$ cat config.mk
export PLATFORM = sky130hd
export DESIGN_NAME = sha512_sched_p1
export DESIGN_NICKNAME = d
export VERILOG_FILES = /design/src/rtl/sms1_pkg.sv /design/src/rtl/sms1_sigma0.sv /design/src/rtl/sms1_lane.sv /design/src/rtl/sms1_hold_reg.sv /design/src/rtl/sha512_sched_p1.sv
export SDC_FILE = /design/constraint.sdc
export NUM_CORES = 1
export LEC_CHECK = 0
export BUFFER_PORTS_ARGS = -buffer_cell sky130_fd_sc_hd__buf_2
export CORE_AREA = 2 2 249 251
export CTS_CLUSTER_SIZE = 20
export DETAILED_ROUTE_END_ITERATION = 6
export DIE_AREA = 0 0 251 253
export PLACE_DENSITY = 0.74
export SYNTH_ARGS = -nofsm -noshare
export SYNTH_HDL_FRONTEND = slang
export SYNTH_HIERARCHICAL = 1
export SYNTH_SLANG_ARGS = --single-unit
export TNS_END_PERCENT = 1
$ cat constraint.sdc
create_clock -name clk -period 1.08 [get_ports clk]
set_clock_uncertainty 0.2 [all_clocks]
set_input_delay 0.216 -clock clk [delete_from_list [all_inputs] [get_ports clk]]
set_output_delay 0.216 -clock clk [all_outputs]
set_load 0.1 [all_outputs]
$ cat src/rtl/sms1_pkg.sv
package sms1_pkg;
  localparam int unsigned SIG_ROT_A = 1;
  localparam int unsigned SIG_ROT_B = 8;
  localparam int unsigned SIG_SHR   = 7;
endpackage

$ cat src/rtl/sms1_sigma0.sv
module sms1_sigma0 #(
  parameter int unsigned WORD_W = 64,
  parameter int unsigned ROT_A  = 1,
  parameter int unsigned ROT_B  = 8,
  parameter int unsigned SHR_N  = 7
) (
  input  logic [WORD_W-1:0] x_i,
  output logic [WORD_W-1:0] y_o
);
  localparam int unsigned RA = ROT_A % WORD_W;
  localparam int unsigned RB = ROT_B % WORD_W;

  logic [WORD_W-1:0] rot_a;
  logic [WORD_W-1:0] rot_b;
  logic [WORD_W-1:0] shr_c;

  // Rotation built from two shifts; a zero amount degenerates cleanly.
  assign rot_a = (x_i >> RA) | (x_i << (WORD_W - RA));
  assign rot_b = (x_i >> RB) | (x_i << (WORD_W - RB));
  assign shr_c = x_i >> SHR_N;
  assign y_o   = rot_a ^ rot_b ^ shr_c;
endmodule

$ cat src/rtl/sms1_lane.sv
module sms1_lane
  import sms1_pkg::*;
#(
  parameter int unsigned WORD_W = 64
) (
  input  logic [WORD_W-1:0] base_i,
  input  logic [WORD_W-1:0] succ_i,
  output logic [WORD_W-1:0] sum_o
);
  logic [WORD_W-1:0] sig;

  sms1_sigma0 #(
    .WORD_W(WORD_W),
    .ROT_A (SIG_ROT_A),
    .ROT_B (SIG_ROT_B),
    .SHR_N (SIG_SHR)
  ) u_sig (
    .x_i(succ_i),
    .y_o(sig)
  );

  // Lane-local adder: the carry out is dropped, so the sum wraps.
  assign sum_o = base_i + sig;
endmodule

$ cat src/rtl/sms1_hold_reg.sv
module sms1_hold_reg #(
  parameter int unsigned W = 1
) (
  input  logic         clk,
  input  logic         rst_n,
  input  logic         en_i,
  input  logic [W-1:0] d_i,
  output logic [W-1:0] q_o
);
  logic [W-1:0] q_nxt;

  always_comb begin
    q_nxt = q_o;
    if (en_i) begin
      q_nxt = d_i;
    end
  end

  always_ff @(posedge clk or negedge rst_n) begin
    if (!rst_n) begin
      q_o <= '0;
    end else begin
      q_o <= q_nxt;
    end
  end
endmodule

$ cat src/rtl/sha512_sched_p1.sv
module sha512_sched_p1 #(
  parameter int unsigned LANES  = 4,
  parameter int unsigned WORD_W = 64
) (
  input  logic                    clk,
  input  logic                    rst_n,
  input  logic                    in_valid,
  input  logic [LANES*WORD_W-1:0] words_i,
  input  logic [2*WORD_W-1:0]     next_i,
  output logic                    out_valid,
  output logic [LANES*WORD_W-1:0] result_o
);
  localparam int unsigned BUS_W = LANES * WORD_W;

  logic [WORD_W-1:0] win [LANES+1];
  logic [BUS_W-1:0]  lane_sum;
  logic              unused_next_hi;

  // Window of LANES+1 words: the last one comes from the narrow bus.
  for (genvar g = 0; g < LANES; g++) begin : g_win
    assign win[g] = words_i[g*WORD_W +: WORD_W];
  end
  assign win[LANES] = next_i[WORD_W-1:0];
  assign unused_next_hi = ^next_i[2*WORD_W-1:WORD_W];

  for (genvar g = 0; g < LANES; g++) begin : g_lane
    sms1_lane #(
      .WORD_W(WORD_W)
    ) u_lane (
      .base_i(win[g]),
      .succ_i(win[g+1]),
      .sum_o (lane_sum[g*WORD_W +: WORD_W])
    );
  end

  sms1_hold_reg #(
    .W(BUS_W)
  ) u_res_reg (
    .clk  (clk),
    .rst_n(rst_n),
    .en_i (in_valid),
    .d_i  (lane_sum),
    .q_o  (result_o)
  );

  sms1_hold_reg #(
    .W(1)
  ) u_vld_reg (
    .clk  (clk),
    .rst_n(rst_n),
    .en_i (1'b1),
    .d_i  (in_valid),
    .q_o  (out_valid)
  );
endmodule

# Word level (Yosys, flattened, before mapping)
# Cells that the tools add are included.
[classes]
n_addsub = 4
bitwise_logic = 16
[op_table]
columns = ["cell", "count"]
rows = [
  ["$add 64x64->64", 4],
  ["$or 56x64->64", 4],
  ["$or 63x64->64", 4],
  ["$xor 64x57->64", 4],
  ["$xor 64x64->64", 4],
]
[word_totals]
register_bits = 257
in_bits = 387
output_inout_bits = 257
word_cells = 22

# Depth between registers and ports, before layout
# Gate-level depths: netlist of the first run.
[depth]
depth_word = 4
mapped_depth = 14
depth_no_buf = 14

# Cells and area by module
# Netlist of the first run, hierarchy kept.
[by_module_without_submodules]
columns = ["mod", "instances", "cells_each", "area_per_inst_um2"]
rows = [
  ["sms1_hold_reg (u_res_reg)", 1, 540, 9594.2],
  ["sms1_lane (g_lane[0].u_lane ...)", 2, 579, 3902.5],
  ["sms1_sigma0", 4, 64, 1420.1],
  ["sms1_lane (g_lane[2].u_lane)", 1, 565, 3739.8],
  ["sms1_lane (g_lane[3].u_lane)", 1, 544, 3726.1],
  ["sms1_hold_reg (u_vld_reg)", 1, 2, 40.0],
  ["sha512_sched_p1", 1, 1, 3.8],
]

# Worst setup path after synthesis of the first run
# No wires, ideal clock.
[synth_path]
kind = "input-to-reg"
from = "input words_i[193]"
to = "register u_res_reg.q_o[172]"
arrival_time_ps = 3195
t_required_ps = 755
setup_slack_ps = -2440
cell_stages = 13
n_path_buf = 0
path_cell_list = "xor3_1 -> ha_1 -> fa_1 -> a21oi_1 -> nor2_1 -> nor4_2 -> nor4_1 -> nor2_1 -> a211oi_1 -> o31ai_1 -> o21ai_0 -> xor2_1 -> mux2_2"
[synth_via]
elab_chain_len = 4
[synth_rtl]
columns = ["element", "line_no", "rtl"]
rows = [
  ["from (decl)", "sha512_sched_p1.sv:8", "input logic [LANES*WORD_W-1:0] words_i,"],
  ["$or 63x64->64", "sms1_sigma0.sv:18", "assign rot_a = (x_i >> RA) | (x_i << (WORD_W - RA));"],
  ["$xor 64x64->64", "sms1_sigma0.sv:21", "assign y_o = rot_a ^ rot_b ^ shr_c;"],
  ["$xor 64x57->64", "sms1_sigma0.sv:21", ""],
  ["$add 64x64->64", "sms1_lane.sv:23", "assign sum_o = base_i + sig;"],
  ["named net lane_sum[172]", "sha512_sched_p1.sv:16", "logic [BUS_W-1:0] lane_sum;"],
  ["to (signal assigned)", "sms1_hold_reg.sv:23", "q_o <= q_nxt;"],
  ["to (decl)", "sms1_hold_reg.sv:8", "output logic [W-1:0] q_o"],
]
# The timed path passes the listed nets, and every way through them passes these cells.
# A chain may end at the register's enable or synchronous reset.

# Worst setup path after layout of the first run
[layout_path]
from = "input next_i[19]"
to = "register u_res_reg.q_o[254]"
[layout_via]
elab_chain_len = 4
word_cells_on_any_way = 5
cone_classes = "add/sub (1); bitwise (4)"
[layout_rtl]
columns = ["element", "line_no", "rtl"]
rows = [
  ["from (decl)", "sha512_sched_p1.sv:9", "input logic [2*WORD_W-1:0] next_i,"],
  ["$or 56x64->64", "sms1_sigma0.sv:19", "assign rot_b = (x_i >> RB) | (x_i << (WORD_W - RB));"],
  ["$xor 64x64->64", "sms1_sigma0.sv:21", ""],
  ["$xor 64x57->64", "sms1_sigma0.sv:21", ""],
  ["named net g_lane[3].u_lane.sig[11]", "sms1_lane.sv:10", "logic [WORD_W-1:0] sig;"],
  ["$add 64x64->64", "sms1_lane.sv:23", ""],
  ["named net lane_sum[254]", "sha512_sched_p1.sv:16", ""],
]
# The timed path passes the listed nets, and every way through them passes these cells.

==> summary.txt, run 1 <==
Outcome
  • Status: finished, violations left
  • Failing checks: design-rule violations, negative hold slack, negative setup slack

Synth
  • Number of synthesized flops with an enable pin: 0
  • Synth area leader: dfrtp_1
  • Synth Instances: 3066
  • Synth top area share: 0.2102
  • Synth Warn #: 6
  • Fraction of registers with async set/reset: 1.000
  • Synth Flop Type: dfrtp_1
  • Top cells by area, synth: dfrtp_1 21%, xor3_1 17%, ha_1 10%
  • Synthesized Nets: 3709
  • Synth cell types: 97
  • #FFs+latches synth: 257
  • Seq/Total Area, Yosys: 0.2102
  • Synthesized area: 30590 sq um
  • Synthesized area per cell: 9.977 sq um

Floorplan
  • Initial Util: 0.5012
  • Core area: 61030 sq um
  • Die height: 253 um
  • Die Width: 251 um
  • Die area: 63500 sq um
  • Site row count: 91
  • I/O pin total: 644

Power
  • PwrDens: 2610 nW/um^2
  • VDD IR-drop max: 3080 uV
  • Leak pwr: 25.33 nW

Clock tree
  • H-tree depth: 2
  • Clk sinks: 257
  • CTS Buf Count: 34
  • CTS clk-pin slew, worst paths: 0.06 ns
  • CTS root buf: clkbuf_16
  • CTS tree: built
  • Clock Path Buffers: 3
  • Worst skew pair latency: 0.57 ns
  • Hold Buf Count CTS: 2

STA
  • Final Cycle Share: 3.623
  • TNS Setup: -571.40 ns
  • Worst setup margin: -2.833 ns
  • Fmax: 0.2556 GHz
  • Worst Max-Slew Pin Slew: 0.9653 ns
  • Final setup fails: 510
  • RSZ-0062 raised after global routing: yes
  • Fin. Hold Viols: 15
  • Slew HR: 0.3565
  • Hold WS: -0.1351 ns
  • Min Clock Period, post-route: 3.913 ns
  • Final slew viol count: 0

Worst setup path
  • Crit. End Element: flip-flop
  • Setup CP Type: in2reg
  • CP max FO: 4
  • Critical Path AT: 4.16 ns
  • CP Data Required Time: 1.33 ns
  • Startpoint types: input pin
  • Origin of the worst setup path: next_i[19]
  • Worst R2R Start: u_res_reg/q_o[150]

Routing
  • Drt wl/cell: 27.38 um
  • Vias: 35220
  • Post-route ant nets: 0
  • Final wirelength: 155300 um
  • Drt first-iter violations: 3838
  • Vias/cell: 6.211
  • Drc violations: 28
  • Pre-antenna DRT Iters: 7

Placement
  • HPWL Detailed: 110600 um
  • Inst Count DP: 5572
  • Placer Congestion: 1.032
  • I/O Buffers: 579

Min path
  • Worst Hold Class: in2reg
  • HP Start: words_i[0]

Layout
  • Area Overhead vs Synth: 67.01%
  • Share of layout cells above drive strength 1: 0.5356
  • Final Non-Filler Cells: 5670
  • Fin util: 0.8371
  • Fillers: 3189
  • Final net count: 5481

Global route
  • Antenna violations before repair: 21
  • First-pass GRT wire length: 211100 um
  • Number of global-route vias before repair: 35450
  • Largest net degree at the start of global routing: 47
  • Grt ovf: 0
  • GRT Total Usage: 0.4408

Run
  • Max Cap Viol: 0
==> per-layer routing <==
| metal | wire length, um | vias to the layer above | GRT usage |
|---|---|---|---|
| met2 | 69760 | 2579 | 0.7242 |
| met1 | 51900 | 16750 | 0.4962 |
| li1 | - | 14940 | - |
| met3 | 19070 | 938 | 0.1146 |
| met5 | 182 | - | 0 |
| met4 | 14360 | 10 | 0.3257 |
==> registers in the layout, indices dropped and copies added, names as in the netlist <==
register       flops
u_res_reg/q_o    256
u_vld_reg/q_o      1
==> cells in the final DEF (no fill, tap or decap), types with 90 or more instances in the layout <==
cell / instances
buf_4: 1269
o21ai_0: 90
nand2_1: 213
nor2_1: 119
dfrtp_1: 214
buf_2: 298
mux2_2: 237
a21o_1: 123
a21oi_1: 242
xor3_1: 204
xor2_1: 120
xnor2_1: 140
ha_1: 188
buf_12: 272
nand4_1: 91
==> metrics by stage <==
step	hold slack, ns	setup slack (ns)	instance area [sq um]	power (mW)
floorplan	-0.2796	-2.225	30730	72.35
global placement	-0.07551	-2.779	47410	112.2
detailed placement	-0.07625	-2.835	47410	113.7
CTS	-0.1412	-2.073	50180	128.7
global route	-0.1580	-2.765	51050	136.5
finish	-0.1351	-2.833	51090	133.3
==> worst paths after layout <==
check	to	slack [ns]	cells after the start
min in group asynchronous	u_res_reg/q_o[215]	0.02	2
worst min register to register	u_res_reg/q_o[40]	0.37	1
worst min-delay path	u_res_reg/q_o[0]	-0.14	3
worst max register to register	u_res_reg/q_o[150]	-0.12	1
worst max-delay path	u_res_reg/q_o[254]	-2.83	15
max in group asynchronous	u_res_reg/q_o[169]	0.03	3
==> area by class of cell <==
| class | instances | area [sq um] | share of cell area |
|---|---|---|---|
| inverter | 92 | 345.3 | 0.006760 |
| antenna | 20 | 50.05 | 0.0009797 |
| clock buffer | 47 | 980.9 | 0.01920 |
| timing repair buffer | 1871 | 16830 | 0.3295 |
| clock inverter | 11 | 161.4 | 0.003159 |
| tap | 790 | 988.4 | 0.01935 |
| sequential | 257 | 6485 | 0.1269 |
| multi-input combinational | 2582 | 25240 | 0.4941 |
==> Yosys cell counts, drive strengths merged (20+ instances only) <==
cell and count:
xor2 122, o31ai 21, nand3 49, o21bai 58, buf 66, clkbuf 69
nor2b 28, ha 252, and3 24, a21oi 313, inv 90, a21o 123
nor3 35, a31oi 44, xnor2 150, nor2 139, nand4 93, mux2 257
o21ai 171, dfrtp 257, o21a 31, o211ai 20, nand2 225, nand2b 21
xor3 228
==> worst max-delay path, cell delays in order <==
cell      delay, ns
buf_2          0.16
xor3_1         0.72
ha_4           0.42
nand2_1        0.09
nand2_2        0.19
o22ai_2        0.12
buf_4          0.16
nor2_4         0.18
a21oi_4        0.09
o31ai_4        0.78
a211oi_2       0.20
o31ai_1        0.29
a21oi_1        0.11
xnor2_1        0.15
mux2_4         0.27
==> kinds of logic after synthesis <==
kind of cell | after synthesis | synth area share
AO/OA/AOI/OAI | 885 | 0.1855
flip-flops | 257 | 0.2102
adder cells (fa/ha/maj) | 256 | 0.1057
other | 1 | 0.0001226
buffers and inverters | 227 | 0.03751
XOR/XNOR | 500 | 0.2556
AND/OR/NAND/NOR | 682 | 0.1103
multiplexers | 258 | 0.09506
==> power breakdown <==
part           switching, mW  total [mW]  internal (mW)
Combinational           59.5         100           40.8
Sequential              6.53        20.9           14.4
Clock                   4.89        12.2           7.28
==> timing repair <==
item / CTS / global route
resized for setup: 355 / 177
setup endpoints to repair: 511 / 510
cloned: 0 / 0
pin swaps: 133 / 57
endpoints found under the hold margin: 279 / 25
setup buffers: 15 / 4
No activity file was read; power rests on OpenSTA's default activity.
==> run 2, diff against run 1 <==
--- a/config.mk
+++ b/config.mk
@@ -11,6 +11,7 @@
 export DETAILED_ROUTE_END_ITERATION = 6
 export DIE_AREA = 0 0 251 253
 export PLACE_DENSITY = 0.74
+export SKIP_LAST_GASP = 1
 export SYNTH_ARGS = -nofsm -noshare
 export SYNTH_HDL_FRONTEND = slang
 export SYNTH_HIERARCHICAL = 1
==> run 2 against run 1 <==
The flow finishes with violations (negative hold slack, negative setup slack). Flip-flop and latch count did not move. Sequential power fell by 2%. Final cell count rose by 0.14%. Worst setup slack improved by 0.59 ns. Wire length fell by 11%. Critical endpoint is now u_res_reg/q_o[188]. Largest power group unchanged. Highest routed layer unchanged.
==> summary.txt, run 2 (synthesis gave the netlist of run 1 again) <==
Outcome
  • Status: finished, violations left
  • Failing checks: negative hold slack, negative setup slack

Global route
  • Number of global-route vias before repair: 34050
  • Antenna violations before repair: 17
  • First-pass GRT wire length: 197700 um
  • GRT Total Usage: 0.4109
  • Largest net degree at the start of global routing: 47
  • Grt ovf: 0

Floorplan
  • Die height: 253 um
  • Die Width: 251 um
  • I/O pin total: 644
  • Site row count: 91
  • Die area: 63500 sq um
  • Core area: 61030 sq um
  • Initial Util: 0.5012

Worst setup path
  • Ordered cell list for the critical path: buf_2 > xor3_1 > ha_1 > nand2_1 > nor3_1 > nor3_1 > o21ai_1 > nor2_4 > o2111a_2 > o41ai_4 > buf_4 > a31oi_2 > xnor2_1 > mux2_4
  • CP max FO: 6
  • Startpoint types: input pin
  • CP Data Required Time: 1.32 ns
  • Setup CP Type: in2reg
  • FF-to-FF End: u_res_reg/q_o[151]
  • Worst path max stage delay: 0.48 ns
  • Critical Path AT: 3.56 ns
  • Worst R2R Start: u_res_reg/q_o[151]
  • R2R depth: 1
  • Worst reg-to-reg setup slack: -0.12 ns
  • Crit. End Element: flip-flop
  • CP dominant cell by count: nor3_1
  • CP max stage cell: xor3_1

Power
  • Leak pwr: 25.11 nW
  • PwrDens: 2593 nW/um^2
  • VDD IR-drop max: 2596 uV

Layout
  • Most flop-heavy register: u_res_reg/q_o
  • Area Overhead vs Synth: 62.72%
  • Max FFs per register: 256
  • Most frequent cells in the layout: 1288 x buf_4, 311 x buf_2, 283 x a21oi_1
  • Commonest non-fill, non-tap cell in the layout: buf_4
  • Top flop regs: u_res_reg/q_o x256, u_vld_reg/q_o x1
  • Register area: 6431 sq um
  • Share of layout cells above drive strength 1: 0.4895
  • Final Non-Filler Cells: 5678
  • Final net count: 5491
  • Fillers: 3497
  • Multi-input gate area: 24030 sq um

STA
  • RSZ-0062 raised after global routing: yes
  • Worst Max-Slew Pin Slew: 0.5071 ns
  • Final Cycle Share: 3.080
  • Worst setup margin: -2.246 ns
  • Final slew viol count: 0
  • Fin. Hold Viols: 24
  • Hold WS: -0.1103 ns
  • Slew HR: 0.6619
  • Final setup fails: 512
  • Fmax: 0.3006 GHz
  • Min Clock Period, post-route: 3.326 ns

Routing
  • Metal-1 WL: 48860 um
  • Pre-antenna DRT Iters: 5
  • Final wirelength: 137800 um
  • Highest metal used: met5
  • Met3 wire len: 13120 um
  • Drt wl/cell: 24.27 um
  • Drc violations: 0
  • Vias: 33220
  • Drt first-iter violations: 2795
  • Vias/cell: 5.851
  • Met2 wire length: 65060 um
  • Post-route ant nets: 0

Clock tree
  • Worst skew pair latency: 0.56 ns
  • H-tree depth: 2
  • CTS Buf Count: 34
  • CTS clk-pin slew, worst paths: 0.06 ns
  • Hold Buf Count CTS: 2
  • CTS tree: built
  • CTS root buf: clkbuf_16
  • Clock Path Buffers: 3
  • Clk sinks: 257

Placement
  • I/O Buffers: 579
  • HPWL Detailed: 110600 um
  • Inst Count DP: 5572
  • Pre-CTS setup slack: -2.835 ns
  • Placer Congestion: 1.032

Min path
  • HP Start: words_i[128]
  • Hold depth: 3
  • Hold-critical path endpoint: u_res_reg/q_o[128]
  • Worst Hold Class: in2reg

Run
  • Max Cap Viol: 0
## run 2: cell types whose count changed in the layout (fill, tap and decap cells not counted), sizes merged
cell / change
buf: +12
clkbuf: -2
diode: -2
## run 2: power breakdown
group	leakage (nW)	internal, mW	switching, mW
clock network	0.562	7.28	4.76
registers	3.00	14.2	6.16
logic	21.5	39.6	57.0
total	25.1	61.1	68.0
## run 2: timing repair
| action | in CTS | in global routing |
|---|---|---|
| buffers inserted | 15 | 14 |
| setup endpoints to repair | 511 | 511 |
| hold endpoints to repair | 279 | 26 |
| pin swaps | 56 | 45 |
| resized for setup | 96 | 85 |
## run 2: final cells by class
| type | instances | area share |
|---|---|---|
| timing repair buffer | 1881 | 0.3374 |
| inverter | 92 | 0.006938 |
| clock buffer | 47 | 0.01971 |
| multi-input combinational | 2582 | 0.4828 |
| sequential | 257 | 0.1292 |
| tap | 790 | 0.01986 |
| antenna | 18 | 0.0009050 |
| clock inverter | 11 | 0.003243 |
## run 2: how the worst max path moves through the flow
stage	cells past startpoint	endpoint	start	slack, ns
2_1_floorplan	14	u_res_reg/q_o[254]	next_i[1]	-2.22
3_3_place_gp	15	u_res_reg/q_o[188]	words_i[214]	-2.78
3_5_place_dp	15	u_res_reg/q_o[188]	words_i[214]	-2.83
4_1_cts	15	u_res_reg/q_o[58]	words_i[65]	-2.09
5_1_grt	17	u_res_reg/q_o[254]	next_i[8]	-2.37
6_report	14	u_res_reg/q_o[188]	words_i[217]	-2.25
## run 2: metal layers
layer  GRT usage  vias up
met5           0        -
met4      0.2740        4
met3     0.09313      524
met2      0.6924     1795
met1      0.4685    15940
li1            -    14960
## run 2: metrics by stage
step	setup TNS, ns	util	area, sq um	total power [mW]	hold WS (ns)
final	-559.59	0.8156	49770	129.1	-0.1103
after global routing	-586.34	0.8151	49740	132.9	-0.1363
after CTS	-544.32	0.8056	49160	127.1	-0.1572
after detailed placement	-567.89	0.7769	47410	113.7	-0.07625
after global placement	-552.57	0.7769	47410	112.2	-0.07551
after floorplan	-487.95	-	30730	72.35	-0.2796
## run 2: critical path: cells and delay by family
kind / cells / cell delay (ns)
AO/OA/AOI/OAI: 4 / 1.01
XOR/XNOR: 2 / 0.63
adder cells (fa/ha/maj): 1 / 0.44
buffers and inverters: 2 / 0.34
multiplexers: 1 / 0.26
AND/OR/NAND/NOR: 4 / 0.66
